File: src/rtl/aclk_pkg.sv
package aclk_pkg;
  typedef struct packed {
    logic ratio;
    logic master;
  } clk_mode_t;

  localparam clk_mode_t MODE_AFTER_RESET = '{ratio: 1'b0, master: 1'b1};
endpackage

File: src/rtl/aclk_bit_div.sv
module aclk_bit_div #(
  parameter int HALF_LO = 2,
  parameter int HALF_HI = 3
) (
  input  logic clk,
  input  logic rst_n,
  input  logic clr,
  input  logic ratio,
  output logic bclk,
  output logic rise_stb,
  output logic fall_stb,
  output logic fall_evt
);
  localparam int CW = $clog2(HALF_HI + 1);
  localparam logic [CW-1:0] LO_LAST = CW'(HALF_LO - 1);
  localparam logic [CW-1:0] HI_LAST = CW'(HALF_HI - 1);

  logic [CW-1:0] cnt_q;
  logic          term;

  assign term     = (cnt_q == (ratio ? HI_LAST : LO_LAST));
  assign fall_evt = term & bclk & ~clr;

  always_ff @(posedge clk) begin
    if (!rst_n || clr) begin
      cnt_q    <= '0;
      bclk     <= 1'b0;
      rise_stb <= 1'b0;
      fall_stb <= 1'b0;
    end else if (term) begin
      cnt_q    <= '0;
      bclk     <= ~bclk;
      rise_stb <= ~bclk;
      fall_stb <= bclk;
    end else begin
      cnt_q    <= cnt_q + 1'b1;
      rise_stb <= 1'b0;
      fall_stb <= 1'b0;
    end
  end


  strobe_exclusive_chk: assert property (@(posedge clk) disable iff (!rst_n)
    !(rise_stb && fall_stb));
endmodule

File: src/rtl/aclk_frame_div.sv
module aclk_frame_div #(
  parameter int SLOTS = 32
) (
  input  logic clk,
  input  logic rst_n,
  input  logic clr,
  input  logic fall_evt,
  output logic lrclk,
  output logic half_stb,
  output logic frame_stb
);
  localparam int SW = $clog2(SLOTS);
  localparam logic [SW-1:0] SLOT_LAST = SW'(SLOTS - 1);

  logic [SW-1:0] slot_q;

  always_ff @(posedge clk) begin
    if (!rst_n || clr) begin
      slot_q    <= '0;
      lrclk     <= 1'b0;
      half_stb  <= 1'b0;
      frame_stb <= 1'b0;
    end else if (fall_evt) begin
      if (slot_q == SLOT_LAST) begin
        slot_q    <= '0;
        lrclk     <= ~lrclk;
        half_stb  <= 1'b1;
        frame_stb <= lrclk;
      end else begin
        slot_q    <= slot_q + 1'b1;
        half_stb  <= 1'b0;
        frame_stb <= 1'b0;
      end
    end else begin
      half_stb  <= 1'b0;
      frame_stb <= 1'b0;
    end
  end


  frame_in_half_chk: assert property (@(posedge clk) disable iff (!rst_n)
    frame_stb |-> half_stb);
endmodule

File: src/rtl/aclk_edge_sync.sv
module aclk_edge_sync #(
  parameter int STAGES = 2
) (
  input  logic clk,
  input  logic rst_n,
  input  logic din,
  output logic rise_stb,
  output logic fall_stb
);
  logic [STAGES-1:0] sync_q;
  logic              prev_q;

  always_ff @(posedge clk) begin
    if (!rst_n) begin
      sync_q <= '0;
      prev_q <= 1'b0;
    end else begin
      sync_q <= {sync_q[STAGES-2:0], din};
      prev_q <= sync_q[STAGES-1];
    end
  end

  assign rise_stb = sync_q[STAGES-1] & ~prev_q;
  assign fall_stb = ~sync_q[STAGES-1] & prev_q;


  rise_single_chk: assert property (@(posedge clk) disable iff (!rst_n)
    rise_stb |=> !rise_stb);

  fall_single_chk: assert property (@(posedge clk) disable iff (!rst_n)
    fall_stb |=> !fall_stb);
endmodule

File: src/rtl/audio_clk_div.sv
module audio_clk_div
  import aclk_pkg::*;
#(
  parameter int HALF_LO     = 2,
  parameter int HALF_HI     = 3,
  parameter int SLOTS       = 32,
  parameter int SYNC_STAGES = 2
) (
  input  logic clk,
  input  logic rst_n,
  input  logic ratio_sel,
  input  logic master_en,
  input  logic ext_bclk,
  input  logic ext_lrclk,
  output logic bclk,
  output logic lrclk,
  output logic bclk_rise_stb,
  output logic bclk_fall_stb,
  output logic lr_edge_stb,
  output logic frame_stb
);
  localparam int RW = $clog2(4 * SLOTS * HALF_HI + 1);
  localparam int NEXT = 2;

  clk_mode_t mode_q;
  logic      restart, hold;
  logic      m_bclk, m_rise, m_fall, m_fall_evt;
  logic      m_lrclk, m_half, m_frame;
  logic [NEXT-1:0] ext_vec, s_rise, s_fall;

  assign restart = (ratio_sel != mode_q.ratio) || (master_en != mode_q.master);
  assign hold    = restart || !master_en;

  always_ff @(posedge clk) begin
    if (!rst_n) mode_q <= MODE_AFTER_RESET;
    else        mode_q <= '{ratio: ratio_sel, master: master_en};
  end

  aclk_bit_div #(.HALF_LO(HALF_LO), .HALF_HI(HALF_HI)) u_bit (
    .clk(clk), .rst_n(rst_n), .clr(hold), .ratio(ratio_sel),
    .bclk(m_bclk), .rise_stb(m_rise), .fall_stb(m_fall), .fall_evt(m_fall_evt)
  );

  aclk_frame_div #(.SLOTS(SLOTS)) u_frame (
    .clk(clk), .rst_n(rst_n), .clr(hold), .fall_evt(m_fall_evt),
    .lrclk(m_lrclk), .half_stb(m_half), .frame_stb(m_frame)
  );

  assign ext_vec = {ext_lrclk, ext_bclk};

  for (genvar i = 0; i < NEXT; i++) begin : g_sync
    aclk_edge_sync #(.STAGES(SYNC_STAGES)) u_sync (
      .clk(clk), .rst_n(rst_n), .din(ext_vec[i]),
      .rise_stb(s_rise[i]), .fall_stb(s_fall[i])
    );
  end

  always_comb begin
    if (master_en) begin
      bclk          = m_bclk;
      lrclk         = m_lrclk;
      bclk_rise_stb = m_rise;
      bclk_fall_stb = m_fall;
      lr_edge_stb   = m_half;
      frame_stb     = m_frame;
    end else begin
      bclk          = ext_bclk;
      lrclk         = ext_lrclk;
      bclk_rise_stb = s_rise[0];
      bclk_fall_stb = s_fall[0];
      lr_edge_stb   = s_rise[1] | s_fall[1];
      frame_stb     = s_fall[1];
    end
  end

  // Checker state: run lengths of the generated clocks
  logic          restart_q, bclk_d, lr_d;
  logic [RW-1:0] brun_q, lrun_q, brun_c, lrun_c, exp_half, exp_lr;

  assign brun_c   = (restart_q || m_bclk != bclk_d) ? RW'(1) : brun_q + 1'b1;
  assign lrun_c   = (restart_q || m_lrclk != lr_d) ? RW'(1) : lrun_q + 1'b1;
  assign exp_half = mode_q.ratio ? RW'(HALF_HI) : RW'(HALF_LO);
  assign exp_lr   = mode_q.ratio ? RW'(2 * SLOTS * HALF_HI) : RW'(2 * SLOTS * HALF_LO);

  always_ff @(posedge clk) begin
    if (!rst_n) begin
      restart_q <= 1'b0;
      bclk_d    <= 1'b0;
      lr_d      <= 1'b0;
      brun_q    <= '0;
      lrun_q    <= '0;
    end else begin
      restart_q <= restart;
      bclk_d    <= m_bclk;
      lr_d      <= m_lrclk;
      brun_q    <= brun_c;
      lrun_q    <= lrun_c;
    end
  end


  bclk_half_chk: assert property (@(posedge clk) disable iff (!rst_n)
    (mode_q.master && !restart_q && m_bclk != bclk_d) |-> (brun_q == exp_half));

  lr_half_chk: assert property (@(posedge clk) disable iff (!rst_n)
    (mode_q.master && !restart_q && m_lrclk != lr_d) |-> (lrun_q == exp_lr));

  lr_align_chk: assert property (@(posedge clk) disable iff (!rst_n)
    (!restart_q && m_lrclk != lr_d) |-> (!m_bclk && bclk_d));

  rise_stb_chk: assert property (@(posedge clk) disable iff (!rst_n)
    m_rise |-> (m_bclk && !bclk_d));

  frame_stb_chk: assert property (@(posedge clk) disable iff (!rst_n)
    m_frame |-> (!m_lrclk && lr_d));

  restart_clear_chk: assert property (@(posedge clk) disable iff (!rst_n)
    restart |=> (!m_bclk && !m_lrclk));
endmodule

File: config.mk
export PLATFORM = sky130hd
export DESIGN_NAME = audio_clk_div
export DESIGN_NICKNAME = d
export VERILOG_FILES = /design/src/rtl/aclk_pkg.sv /design/src/rtl/aclk_bit_div.sv /design/src/rtl/aclk_frame_div.sv /design/src/rtl/aclk_edge_sync.sv /design/src/rtl/audio_clk_div.sv
export SDC_FILE = /design/constraint.sdc
export NUM_CORES = 1
export LEC_CHECK = 0
export BUFFER_PORTS_ARGS = -buffer_cell sky130_fd_sc_hd__buf_2
export CAP_MARGIN = 0
export CORE_ASPECT_RATIO = 1.1
export CORE_UTILIZATION = 49
export CTS_CLUSTER_DIAMETER = 120
export CTS_CLUSTER_SIZE = 25
export DETAILED_ROUTE_END_ITERATION = 8
export GPL_TIMING_DRIVEN = 0
export PLACE_DENSITY = 0.68
export SYNTH_ARGS = -nofsm -noshare
export SYNTH_HDL_FRONTEND = slang
export SYNTH_HIERARCHICAL = 1
export SYNTH_SLANG_ARGS = --single-unit
File: constraint.sdc
create_clock -name clk -period 1.9 [get_ports clk]
set_input_delay 0.19 -clock clk [delete_from_list [all_inputs] [get_ports clk]]
set_output_delay 0.19 -clock clk [all_outputs]
set_load 0.005 [all_outputs]
== Word-level counts from Yosys, hierarchy flattened ==
Cells that the tools add are included.
Widths: inputs -> output; s select.
Word-level totals
  bits in registers: 21
  bits in latches: 0
  bits in writable memories: 0
  ROM bits: 0
  input bits: 6
  output and inout bits: 6
  word-level logic and storage cells: 56
  memories kept: 0
Operators by class
  add/subtract/negate cells: 2
  $mul: 0
  divide/modulo/power cells: 0
  magnitude comparators: 0
  equality and inequality tests: 4
  shift operators: 0
  multiplexer cells: 9
  bitwise gates (word level): 17
  reduce and logical (&&, ||, !) cells: 10
Operators by type and width (count)
  $not 1->1: 10
  $mux 1: 7
  $and 1x1->1: 6
  $reduce_or 2->1: 3
  $add 5x1->5 const B: 1
  $eq 5x5->1 const B: 1
  $mux 5: 1
  $logic_or 1x1->1: 3
  $reduce_or 3->1: 1
  $add 2x1->2 const B: 1
  $eq 2x2->1: 1
  $logic_not 1->1: 2
  $mux 2: 1
  $ne 1x1->1: 2
  $reduce_and 2->1: 1
  $or 1x1->1: 1

== Logic depth before layout (Yosys ltp) ==
Gate-level depths: netlist of run 1.
  depth after elaboration: 7
  gate-level depth with buffers: 7
  depth with buffers taken out: 6

== Modules after synthesis ==
Netlist of run 1, hierarchy kept.
Modules (own cells, without submodules)
  aclk_frame_div: times used 1, cells each 39, area an instance 357.8 um^2, sequential area each 160.2 um^2
  aclk_bit_div: times used 1, cells each 20, area an instance 201.4 um^2, sequential area each 100.1 um^2
  aclk_edge_sync: times used 2, cells each 8, area an instance 91.3 um^2, sequential area each 60.1 um^2
  audio_clk_div: times used 1, cells each 15, area an instance 165.2 um^2, sequential area each 40.0 um^2

== Worst setup path after synthesis of run 1 ==
Ideal clock, no wire load.
  path kind: reg-to-reg
  from: reg u_bit.cnt_q[0]
  to: reg u_frame.slot_q[3]
  library setup time: 0.070 ns
  data arrival time: 1.577 ns
  required time: 1.830 ns
  path slack: 0.253 ns
  stages on the path, launching flop included: 8
  path buffers: 1
  period minus slack after synthesis: 1.647 ns
  cells stage by stage: dfxtp_1 > nor3b_2 > o21ai_2 > nor2_1 > buf_6 > inv_2 > or4_1 > a21oi_1
Between the ends
  word-level cells in the longest chain between the ends: 3
RTL lines
  from (decl): line aclk_bit_div.sv:18  | logic [CW-1:0] cnt_q;
  from (signal assigned): line aclk_bit_div.sv:36  | cnt_q <= cnt_q + 1'b1;
  $eq 2x2->1: line aclk_bit_div.sv:21  | assign term = (cnt_q == (ratio ? HI_LAST : LO_LAST));
  $and 1x1->1 (2 in a row): line aclk_bit_div.sv:22  | assign fall_evt = term & bclk & ~clr;
  named net m_fall_evt: line audio_clk_div.sv:27  | logic m_bclk, m_rise, m_fall, m_fall_evt;
  to (signal assigned): line aclk_frame_div.sv:30  | slot_q <= slot_q + 1'b1;
  to (decl): line aclk_frame_div.sv:15  | logic [SW-1:0] slot_q;
The timed path passes the listed nets, and every way through them passes these cells.
A chain may end at the register's enable or synchronous reset.

== Final worst setup path of run 1 ==
Same ends and word-level chain as after synthesis.

==> results.yml, run 1 <==
sta:
  max_freq_ghz: 0.564
  final_max_slew_viol_count: 0
  setup_slack_ns: 0.127
  tightest_slew_ns: 0.335
  fin_hold_ws_ns: 0.0880
  tns_ns: 0
  finalClockSkew_ns: 0.0147
  setup-violations-final: 0
  slew_headroom_pct: 77.7
  final-hold-violation-count: 0
  period_needed_ns: 1.77
  fin_crit_sh_pct: 93.3
  rsz0062_at_grt: "no"
worst_setup_path:
  cp.arrival_ns: 2.00
  critPathMaxFanout: 9
  critPathCaptureType: "register"
  cpMaxStageDelayCell: "or4_1"
  crit_path_start_kind: "register"
  max_stage_delay_ns: 0.51
  crit_required_ns: 2.13
  r2r_cells: 7
  path_cells: "and3b_4 -> o21ai_2 -> nor2_1 -> buf_6 -> inv_2 -> or4_1 -> a21oi_1"
  crit_type: "reg -> reg"
yosys:
  synth-seq-area-share_pct: 46.3
  synth_top_family_by_area: "simple AND/OR/NAND/NOR gates"
  syn_area_um2: 907
  yosysUniqueCellTypes: 28
  syn_nets: 99
  async_reset_ff_share_pct: 0
  synth.mux.area_fraction_pct: 10.5
  yosysWarnings: 6
  ys.flop_type: "dfxtp_1"
  ys_seq_elements: 21
  synth_compound_area_share_pct: 6.34
  synthXorXnorAreaFrac_pct: 1.93
  syn_area_per_cell_um2: 10.1
  synth_edf_count: 0
  netlist_instances: 90
  synth-simple-area-share_pct: 27.4
  synth_fa_ha_area_share_pct: 4.14
die:
  start_util_pct: 54.9
  die-width_um: 43.0
  die_area_um2: 2030
  rows: 15
  die-height_um: 47.1
  io_pins: 12
  core_area_um2: 1650
detailed_routing:
  drt-total-wl_um: 1330
  post-route-drc-count: 0
  wl_per_cell_um: 10.9
  routed_via_density: 5.07
  first_pass_iters: 4
  ant_nets: 0
  vias: 618
  drt_iter0_markers: 2
worst_hold_path:
  min_path_cells: 2
  min_path_type: "in -> reg"
place:
  dp_hpwl_um: 907
  place_congestion: 0.682
  placed_area_um2: 978
  port_buffers: 10
  place_ws_ns: 0.0992
outcome:
  status: "complete, no violations"
global_route:
  grt_max_degree: 13
  grt_first_pass_wirelength_um: 2140
  grt_pass1_vias: 532
  overflow: 0
  antenna_found_initial: 0
  grt_usage_pct: 14.9
power_and_ir_drop:
  ir_drop_mv: 0.386
  leakage_nw: 0.415
  power_density_nw_per_um2: 700
  finalPower_mw: 0.716
clocking:
  clock-root-buffer: "clkbuf_4"
  cts.sinks: 21
  clk_latency_ns: 0.31
  h-tree-depth: 1
  cts_made_buffers: 3
  clockBufferDepth: 2
  path_clk_slew_ns: 0.13
  cts_tree: "yes"
layout:
  seq_area_um2: 423
  fin_nets: 115
  multiInputGateArea_um2: 463
  drive_gt1_share_pct: 27.6
  diodes: 0
  final_area_um2: 1020
  area_delta_synth_final_pct: 12.7
  nFillCells: 152
flow_run:
  max-cap-violations: 0
==> synthesized netlist by cell type (2+ instances only) <==
master / count / area [um^2]
nand3_1: 3 / 15.0
ha_1: 3 / 37.5
mux2i_1: 2 / 20.0
nand2b_1: 3 / 18.8
mux2_4: 5 / 75.1
nor2b_1: 4 / 25.0
nand2_1: 4 / 15.0
dfxtp_1: 21 / 420
buf_6: 2 / 22.5
and2_1: 7 / 43.8
nor2_1: 12 / 45.0
nor3_1: 2 / 10.0
nor3b_2: 2 / 25.0
o21ai_0: 3 / 15.0
a21oi_1: 4 / 20.0
==> flip-flops by register name, summed over array words and instances (netlist names) <==
| name | count |
|---|---|
| u_frame/slot_q | 5 |
| g_sync.u_sync/sync_q | 4 |
| g_sync.u_sync/prev_q | 2 |
| mode_q | 2 |
| u_bit/cnt_q | 2 |
| u_bit/bclk | 1 |
| u_bit/fall_stb | 1 |
| u_bit/rise_stb | 1 |
| u_frame/frame_stb | 1 |
| u_frame/half_stb | 1 |
| u_frame/lrclk | 1 |
==> per-stage QoR <==
step,cells,util [%]
2_1_floorplan,90,-
3_3_place_gp,117,59.2
3_5_place_dp,117,59.2
4_1_cts,121,60.9
5_1_grt,122,61.9
6_report,122,61.9
==> what timing repair did <==
item                                    4_1_cts  5_1_grt
buffers inserted                              0        1
endpoints found under the hold margin         0        0
hold buffers                                  0        0
endpoints found under the setup margin        0        1
resized for setup                             0        3
==> power breakdown <==
| part | internal (mW) | switching (mW) | total (mW) | leakage, nW |
|---|---|---|---|---|
| Sequential | 0.449 | 0.00417 | 0.453 | 0.172 |
| Clock | 0.0785 | 0.136 | 0.214 | 0.0177 |
| Combinational | 0.0265 | 0.0218 | 0.0483 | 0.226 |
==> cell families (layout without fill, tap and decap cells) <==
group,after synthesis,in the layout
multiplexers,7,7
AO/OA/AOI/OAI,10,10
flip-flops,21,21
adder cells (fa/ha/maj),3,3
AND/OR/NAND/NOR,43,43
buffers and inverters,4,19
XOR/XNOR,2,2
==> final cells by class <==
type / count / area share (%)
well taps: 17 / 2.08
flip-flops and latches: 21 / 41.4
clock inverters: 1 / 0.490
multi-input cells: 65 / 45.3
clock buffers: 3 / 2.20
plain buffers: 3 / 2.57
inverters: 1 / 0.367
repair buffers: 11 / 5.63
==> path summary, 6_finish.rpt <==
path,from,endpoint,slack [ns]
setup reg to reg,u_bit/cnt_q[0],u_frame/slot_q[3],0.13
setup / recovery,u_bit/cnt_q[0],u_frame/slot_q[3],0.13
hold reg to reg,g_sync[1].u_sync/sync_q[0],g_sync[1].u_sync/sync_q[1],0.45
hold / removal,ext_bclk,g_sync[0].u_sync/sync_q[0],0.09
==> layer usage <==
metal  vias to the layer above  GRT usage (%)  routed length, um  share of wire, %
met3                         4           3.46                 37               2.8
met4                         0           12.7                 38               2.9
met5                         -              0                  0                 0
li1                        335              -                  -                 -
met2                        11           23.9                588                44
met1                       268           17.1                663                50
==> layout by cell type (no fill, tap or decap), types with 2 or more instances in the layout <==
cell / synthesis / layout
a21oi_1: 4 / 4
and2_1: 7 / 7
buf_2: 0 / 10
buf_6: 2 / 2
clkbuf_4: 0 / 3
dfxtp_1: 21 / 19
dfxtp_2: 0 / 2
ha_1: 3 / 3
mux2_4: 5 / 5
mux2i_1: 2 / 2
nand2_1: 4 / 4
nand2b_1: 3 / 3
nand3_1: 3 / 3
nor2_1: 12 / 12
nor2b_1: 4 / 4
nor3_1: 2 / 2
o21ai_0: 3 / 3
==> critical path, delay by kind of cell, from the launching register on <==
kind | cells | cell delay, ns
and+or+nand+nor | 3 | 0.94
DFF | 1 | 0.36
AOI/OAI and AO/OA | 2 | 0.21
buffers and inverters | 2 | 0.19
Power figures use the tool's default switching activity.
==> inputs of run 2 (changes only) <==
Settings changed: CTS_CLUSTER_DIAMETER 120 to not set, SYNTH_HIERARCHICAL 1 to not set.
==> run 2 against run 1 <==
- count of clock-buffer cells in the layout did not move
- worst hold slack better by 0.032 ns
- clock power is 6% lower
- sequential power about the same
- synthesized area is 6.5% higher
- synthesized cell count grew 7.8%
- sequential cell count unchanged
- critical path depth shrank 2
- clock skew shrank 0.0074 ns
- maximum frequency grew 14%
- via count increased by 20%
- global-route usage rose by 1.7 points
- critical path type unchanged
- largest power group unchanged
==> results.yml, run 2 <==
detailed_routing:
  wl_per_cell_um: 11.6
  drt-total-wl_um: 1600
  first_pass_iters: 4
  dr_wl_met2_um: 771
  routed.top_layer: "met4"
  post-route-drc-count: 0
  dr_wl_met3_um: 47
  met1Wirelength_um: 768
  drt_iter0_markers: 7
  routed_via_density: 5.36
  ant_nets: 0
  vias: 740
layout:
  regMostFlops: "u_frame.slot_q"
  largest_reg_flops: 5
  drive_gt1_share_pct: 25.2
  area_delta_synth_final_pct: 11.5
  mostFrequentLayoutCells: "dfxtp_1, buf_2, and2_1"
  top_regs: "u_frame.slot_q x5, g_sync.u_sync.sync_q x4"
  layout_commonest_cell: "dfxtp_1"
  diodes: 0
  fin_nets: 121
place:
  place_ws_ns: 0.368
  port_buffers: 10
  dp_hpwl_um: 1230
  place_congestion: 0.743
sta:
  fin_crit_sh_pct: 81.8
  rsz0062_at_grt: "no"
  final_max_slew_viol_count: 0
  final-hold-violation-count: 0
  tightest_slew_ns: 0.254
  setup_slack_ns: 0.346
  tns_ns: 0
  period_needed_ns: 1.55
  max_freq_ghz: 0.644
  setup-violations-final: 0
  slew_headroom_pct: 82.9
  finalClockSkew_ns: 0.00729
yosys:
  yosysUniqueCellTypes: 34
  ys.flop_type: "dfxtp_1"
  netlist_instances: 97
  synth-simple-area-share_pct: 28.0
  synth.mux.area_fraction_pct: 5.57
  yosys.area.top_type: "dfxtp_1"
  synth_compound_area_share_pct: 11.7
  synthXorXnorAreaFrac_pct: 2.85
  synth_top_family_by_area: "simple AND/OR/NAND/NOR gates"
  yosys.area.top_type_share_pct: 43.5
  ys_top_cells_by_count: "dfxtp_1, and2_1, a21oi_1"
  ys_seq_elements: 21
  synth-seq-area-share_pct: 43.5
  yosysWarnings: 0
  syn_area_per_cell_um2: 9.96
  async_reset_ff_share_pct: 0
  syn_nets: 106
  synth_edf_count: 0
  syn_area_um2: 966
  ys_top_cells_by_area: "dfxtp_1, and2_1, ha_1, a21oi_1, mux2_2"
  synth_fa_ha_area_share_pct: 3.89
  synth.most_common_cell: "dfxtp_1"
die:
  start_util_pct: 53.0
  die-height_um: 48.6
  core_area_um2: 1820
  io_pins: 12
  die-width_um: 44.3
  rows: 16
  die_area_um2: 2150
worst_setup_path:
  crit_path_start_kind: "register"
  crit_type: "reg -> reg"
  critPathCaptureType: "register"
  cp.arrival_ns: 1.76
  crit_required_ns: 2.11
  critPathMaxFanout: 7
clocking:
  clk_latency_ns: 0.29
  h-tree-depth: 1
  path_clk_slew_ns: 0.12
  clockBufferDepth: 2
  cts_hold_buf: 0
  cts_resized: 0
  cts.sinks: 21
  post-cts-setup-buffers: 0
  clock-root-buffer: "clkbuf_4"
  cts_made_buffers: 3
  cts_tree: "yes"
power_and_ir_drop:
  power_density_nw_per_um2: 661
  ir_drop_mv: 0.317
  leakage_nw: 0.461
global_route:
  grt_usage_pct: 16.6
  antenna_found_initial: 0
  overflow: 0
  grt_first_pass_wirelength_um: 2760
  grt_pass1_vias: 660
  grt_max_degree: 13
flow_run:
  max-cap-violations: 0
worst_hold_path:
  min_path_type: "in -> reg"
outcome:
  status: "complete, no violations"
run 2: cell count changes in the layout (fill, tap and decap cells not counted), moves of 3 or more:
| cell | previous run | this run |
|---|---|---|
| mux2_4 | 5 | 0 |
| nor2b_1 | 4 | 0 |
| a21oi_1 | 4 | 7 |
| mux2_2 | 0 | 3 |
| nor2_1 | 12 | 5 |
| nand3_1 | 3 | 6 |
run 2: where the power goes:
group          leakage [nW]  internal, mW  switching (mW)
clock network        0.0177        0.0780           0.124
logic                 0.273        0.0285          0.0274
registers             0.171         0.449         0.00559
total                 0.461         0.555           0.157
run 2: final timing paths:
path	start	end	slack, ns	depth (start not counted)
setup / recovery	u_frame.slot_q[0]	u_frame.slot_q[3]	0.35	5
hold / removal	ext_lrclk	g_sync[1].u_sync.sync_q[0]	0.12	2
setup reg to reg	u_frame.slot_q[0]	u_frame.slot_q[3]	0.35	5
hold reg to reg	g_sync[0].u_sync.sync_q[0]	g_sync[0].u_sync.sync_q[1]	0.45	1
run 2: area by class of cell:
| type | instances | area, um^2 |
|---|---|---|
| repair buffers | 10 | 50.0 |
| well taps | 27 | 33.8 |
| plain buffers | 5 | 36.3 |
| fillers | 179 | 744 |
| clock inverters | 1 | 5.00 |
| clock buffers | 3 | 22.5 |
| flip-flops and latches | 21 | 420 |
| multi-input cells | 69 | 502 |
| inverters | 2 | 7.51 |
run 2: metal layers:
metal / vias to the layer above / global-route usage, %
met5: - / 0
met4: 0 / 4.55
met3: 2 / 3.36
met2: 13 / 28.2
met1: 342 / 20.9
li1: 383 / -
run 2: cells by family after synthesis:
family                   after synthesis
AND/OR/NAND/NOR                       42
multiplexers                           5
adder cells (fa/ha/maj)                3
AO/OA/AOI/OAI                         18
buffers and inverters                  7
flip-flops                            21
XOR/XNOR                               1
run 2: critical path: stages, from the launching register on:
cell and delay [ns]:
dfxtp_1 0.36, ha_1 0.24, and3_1 0.19, ha_1 0.25
a21o_1 0.20, o32ai_2 0.23
run 2: per-stage QoR:
step / std cells / hold WS (ns) / total power, mW / cell area, um^2 / utilization (%)
global route: 138 / 0.110 / 0.750 / 1080 / 59.1
finish: 138 / 0.120 / 0.712 / 1080 / 59.1
CTS: 138 / 0.118 / 0.722 / 1080 / 59.1
detailed placement: 134 / 0.425 / 0.522 / 1050 / 57.6
floorplan: 97 / 0.263 / 0.503 / 966 / -
global placement: 134 / 0.408 / 0.519 / 1050 / 57.6
==> inputs of run 3 (changes only) <==
Settings changed: ABC_AREA set to 1, PLACE_DENSITY 0.68 to 0.71.
Clock period 1.9 ns to 1.3 ns, I/O delays scaled along.
==> run 3 against run 2 <==
- the flow now finishes with violations (DRC)
- power increased by 50%
- die area down 1.2%
- highest routed layer unchanged
- maximum frequency is 21% higher
- first-iteration DRC count up 29%
==> results.yml, run 3 <==
sta:
  slew_headroom_pct: 80.2
  final_max_slew_viol_count: 0
  max_freq_ghz: 0.780
  setup-violations-final: 0
  setup_slack_ns: 0.0183
  fin_hold_ws_ns: 0.0164
  period_needed_ns: 1.28
  finalClockSkew_ns: 0.00280
  tightest_slew_ns: 0.297
  final-hold-violation-count: 0
  rsz0062_at_grt: "yes"
  fin_crit_sh_pct: 98.6
clocking:
  cts_made_buffers: 3
  path_clk_slew_ns: 0.11
  clockBufferDepth: 2
  h-tree-depth: 1
  clock-root-buffer: "clkbuf_4"
  cts_tree: "yes"
  cts.sinks: 21
  cts_hold_buf: 0
  clk_latency_ns: 0.30
layout:
  regMostFlops: "u_frame.slot_q"
  fin_nets: 153
  mostFrequentLayoutCells: "nand2_1, inv_1, dfxtp_1"
  layout_commonest_cell: "nand2_1"
  final_cell_count_no_fill: 161
  diodes: 0
  largest_reg_flops: 5
  top_regs: "u_frame.slot_q x5, g_sync.u_sync.sync_q x4"
  area_delta_synth_final_pct: 16.9
  drive_gt1_share_pct: 32.2
  final_area_um2: 1110
die:
  rows: 16
  die_area_um2: 2130
  io_pins: 12
  die-height_um: 48.3
  die-width_um: 44.1
  core_area_um2: 1800
  start_util_pct: 52.9
yosys:
  ys.flop_type: "dfxtp_1"
  yosys.area.top_type_share_pct: 44.1
  async_reset_ff_share_pct: 0
  syn_area_per_cell_um2: 7.45
  syn_nets: 137
  yosys.area.top_type: "dfxtp_1"
  synth-seq-area-share_pct: 44.1
  synth.most_common_cell: "nand2_1"
  syn_area_um2: 953
  yosysUniqueCellTypes: 21
  synth_edf_count: 0
  yosysWarnings: 0
  ys_seq_elements: 21
  ys_top_cells_by_count: "nand2_1, inv_1, dfxtp_1"
  ys_top_cells_by_area: "dfxtp_1, nand2_1, inv_1, nor2_1, ha_1"
  netlist_instances: 128
worst_setup_path:
  path_buf_inv: 2
  cpMaxStageDelayCell: "dfxtp_2"
  critPathMaxFanout: 3
  crit_type: "reg -> reg"
  max_stage_delay_ns: 0.37
  path_cells: "ha_4 -> inv_2 -> nor3_2 -> ha_2 -> nand4_1 -> nand2_1 -> inv_1 -> nor2_1"
  crit_required_ns: 1.55
  cp.arrival_ns: 1.54
  cp_top_family: "simple AND/OR/NAND/NOR gates"
  critPathCaptureType: "register"
  crit_path_start_kind: "register"
detailed_routing:
  drt_iter0_markers: 9
  vias: 751
  ant_nets: 0
  drt-total-wl_um: 1660
  wl_per_cell_um: 10.3
  post-route-drc-count: 1
  first_pass_iters: 8
  routed_via_density: 4.66
place:
  dp_hpwl_um: 1150
  place_ws_ns: -0.0929
  dpl.cell_count: 155
  place_congestion: 0.721
  placed_area_um2: 1020
  port_buffers: 9
power_and_ir_drop:
  pwr-share-clk_pct: 29.4
  finalPower_mw: 1.07
  combPwrFrac_pct: 8.5
  p_sw_mw: 0.260
  power_density_nw_per_um2: 961
  leakage_nw: 0.511
  ir_drop_mv: 0.552
  intPower_mw: 0.812
  seqPwrFrac_pct: 62.1
  swShare_pct: 24.2
worst_hold_path:
  min_path_type: "in -> reg"
flow_run:
  max-cap-violations: 0
global_route:
  overflow: 0
  grt_pass1_vias: 654
  antenna_found_initial: 0
  grt_max_degree: 12
  grt_first_pass_wirelength_um: 2550
  grt_usage_pct: 17.0
outcome:
  status: "finished, violations left"
  violations: "DRC"
==> run 3: cell count changes in the layout (fill, tap and decap cells not counted), moves of 4 or more <==
cell / previous run / this run
dfxtp_2: 0 / 5
inv_1: 2 / 23
nand2_1: 3 / 30
inv_2: 0 / 6
dfxtp_1: 21 / 16
a21oi_1: 7 / 1
and2_1: 8 / 0
nor2_1: 5 / 11
o21ai_2: 0 / 4
==> run 3: power groups by stage <==
stage,Sequential (mW),Clock [mW],Combinational (mW)
after floorplan,0.677,0,0.0640
after global placement,0.677,0,0.0837
after detailed placement,0.678,0,0.0860
after CTS,0.665,0.330,0.0912
after global routing,0.667,0.356,0.103
final,0.665,0.315,0.0912
==> run 3: layer usage <==
metal / global-route usage [%] / vias to the layer above / part of all wire [%]
li1: - / 413 / -
met1: 16.3 / 320 / 42
met2: 33.8 / 13 / 53
met3: 4.44 / 5 / 3.0
met4: 9.09 / 0 / 2.0
met5: 0 / - / 0
==> run 3: area by class of cell <==
cell class / instances / area, um^2
plain buffers: 2 / 15.0
flip-flops and latches: 21 / 427
multi-input cells: 76 / 455
clock buffers: 4 / 26.3
repair buffers: 11 / 60.1
inverters: 29 / 109
well taps: 18 / 22.5
fillers: 176 / 687
==> run 3: final timing paths <==
path,from,end,slack (ns),depth (start not counted)
setup / recovery,u_frame.slot_q[0],u_frame.lrclk,0.02,8
hold / removal,ext_lrclk,g_sync[1].u_sync.sync_q[0],0.02,3
hold reg to reg,g_sync[0].u_sync.sync_q[0],g_sync[0].u_sync.sync_q[1],0.43,2
setup reg to reg,u_frame.slot_q[0],u_frame.lrclk,0.02,8
==> run 3: metrics by stage <==
step	TNS [ns]	utilization [%]
after floorplan	0	-
after global placement	-0.113	56.7
after detailed placement	-0.298	56.7
after CTS	-0.0161	60.5
after global routing	-0.227	61.9
final	0	61.9
==> run 3: what timing repair did <==
action                     4_1_cts  5_1_grt
pin swaps                        3        5
buffers inserted                 2        0
setup endpoints to repair        7        8
gates resized for setup          9       11
cloned                           0        0
==> run 3: logic make-up after synthesis <==
| family | synth area share [%] |
|---|---|
| flops | 44.1 |
| buf+inv | 13.0 |
| compound gates | 7.74 |
| simple gates | 30.3 |
| xor+xnor | 0.919 |
| fa+ha+maj | 3.94 |
==> run 3: worst register-to-register path: cells and delay by family (launching register included) <==
family,cells,cell delay (ns)
buffers and inverters,2,0.08
adders and majority gates,2,0.37
DFF,1,0.37
and+or+nand+nor,4,0.43
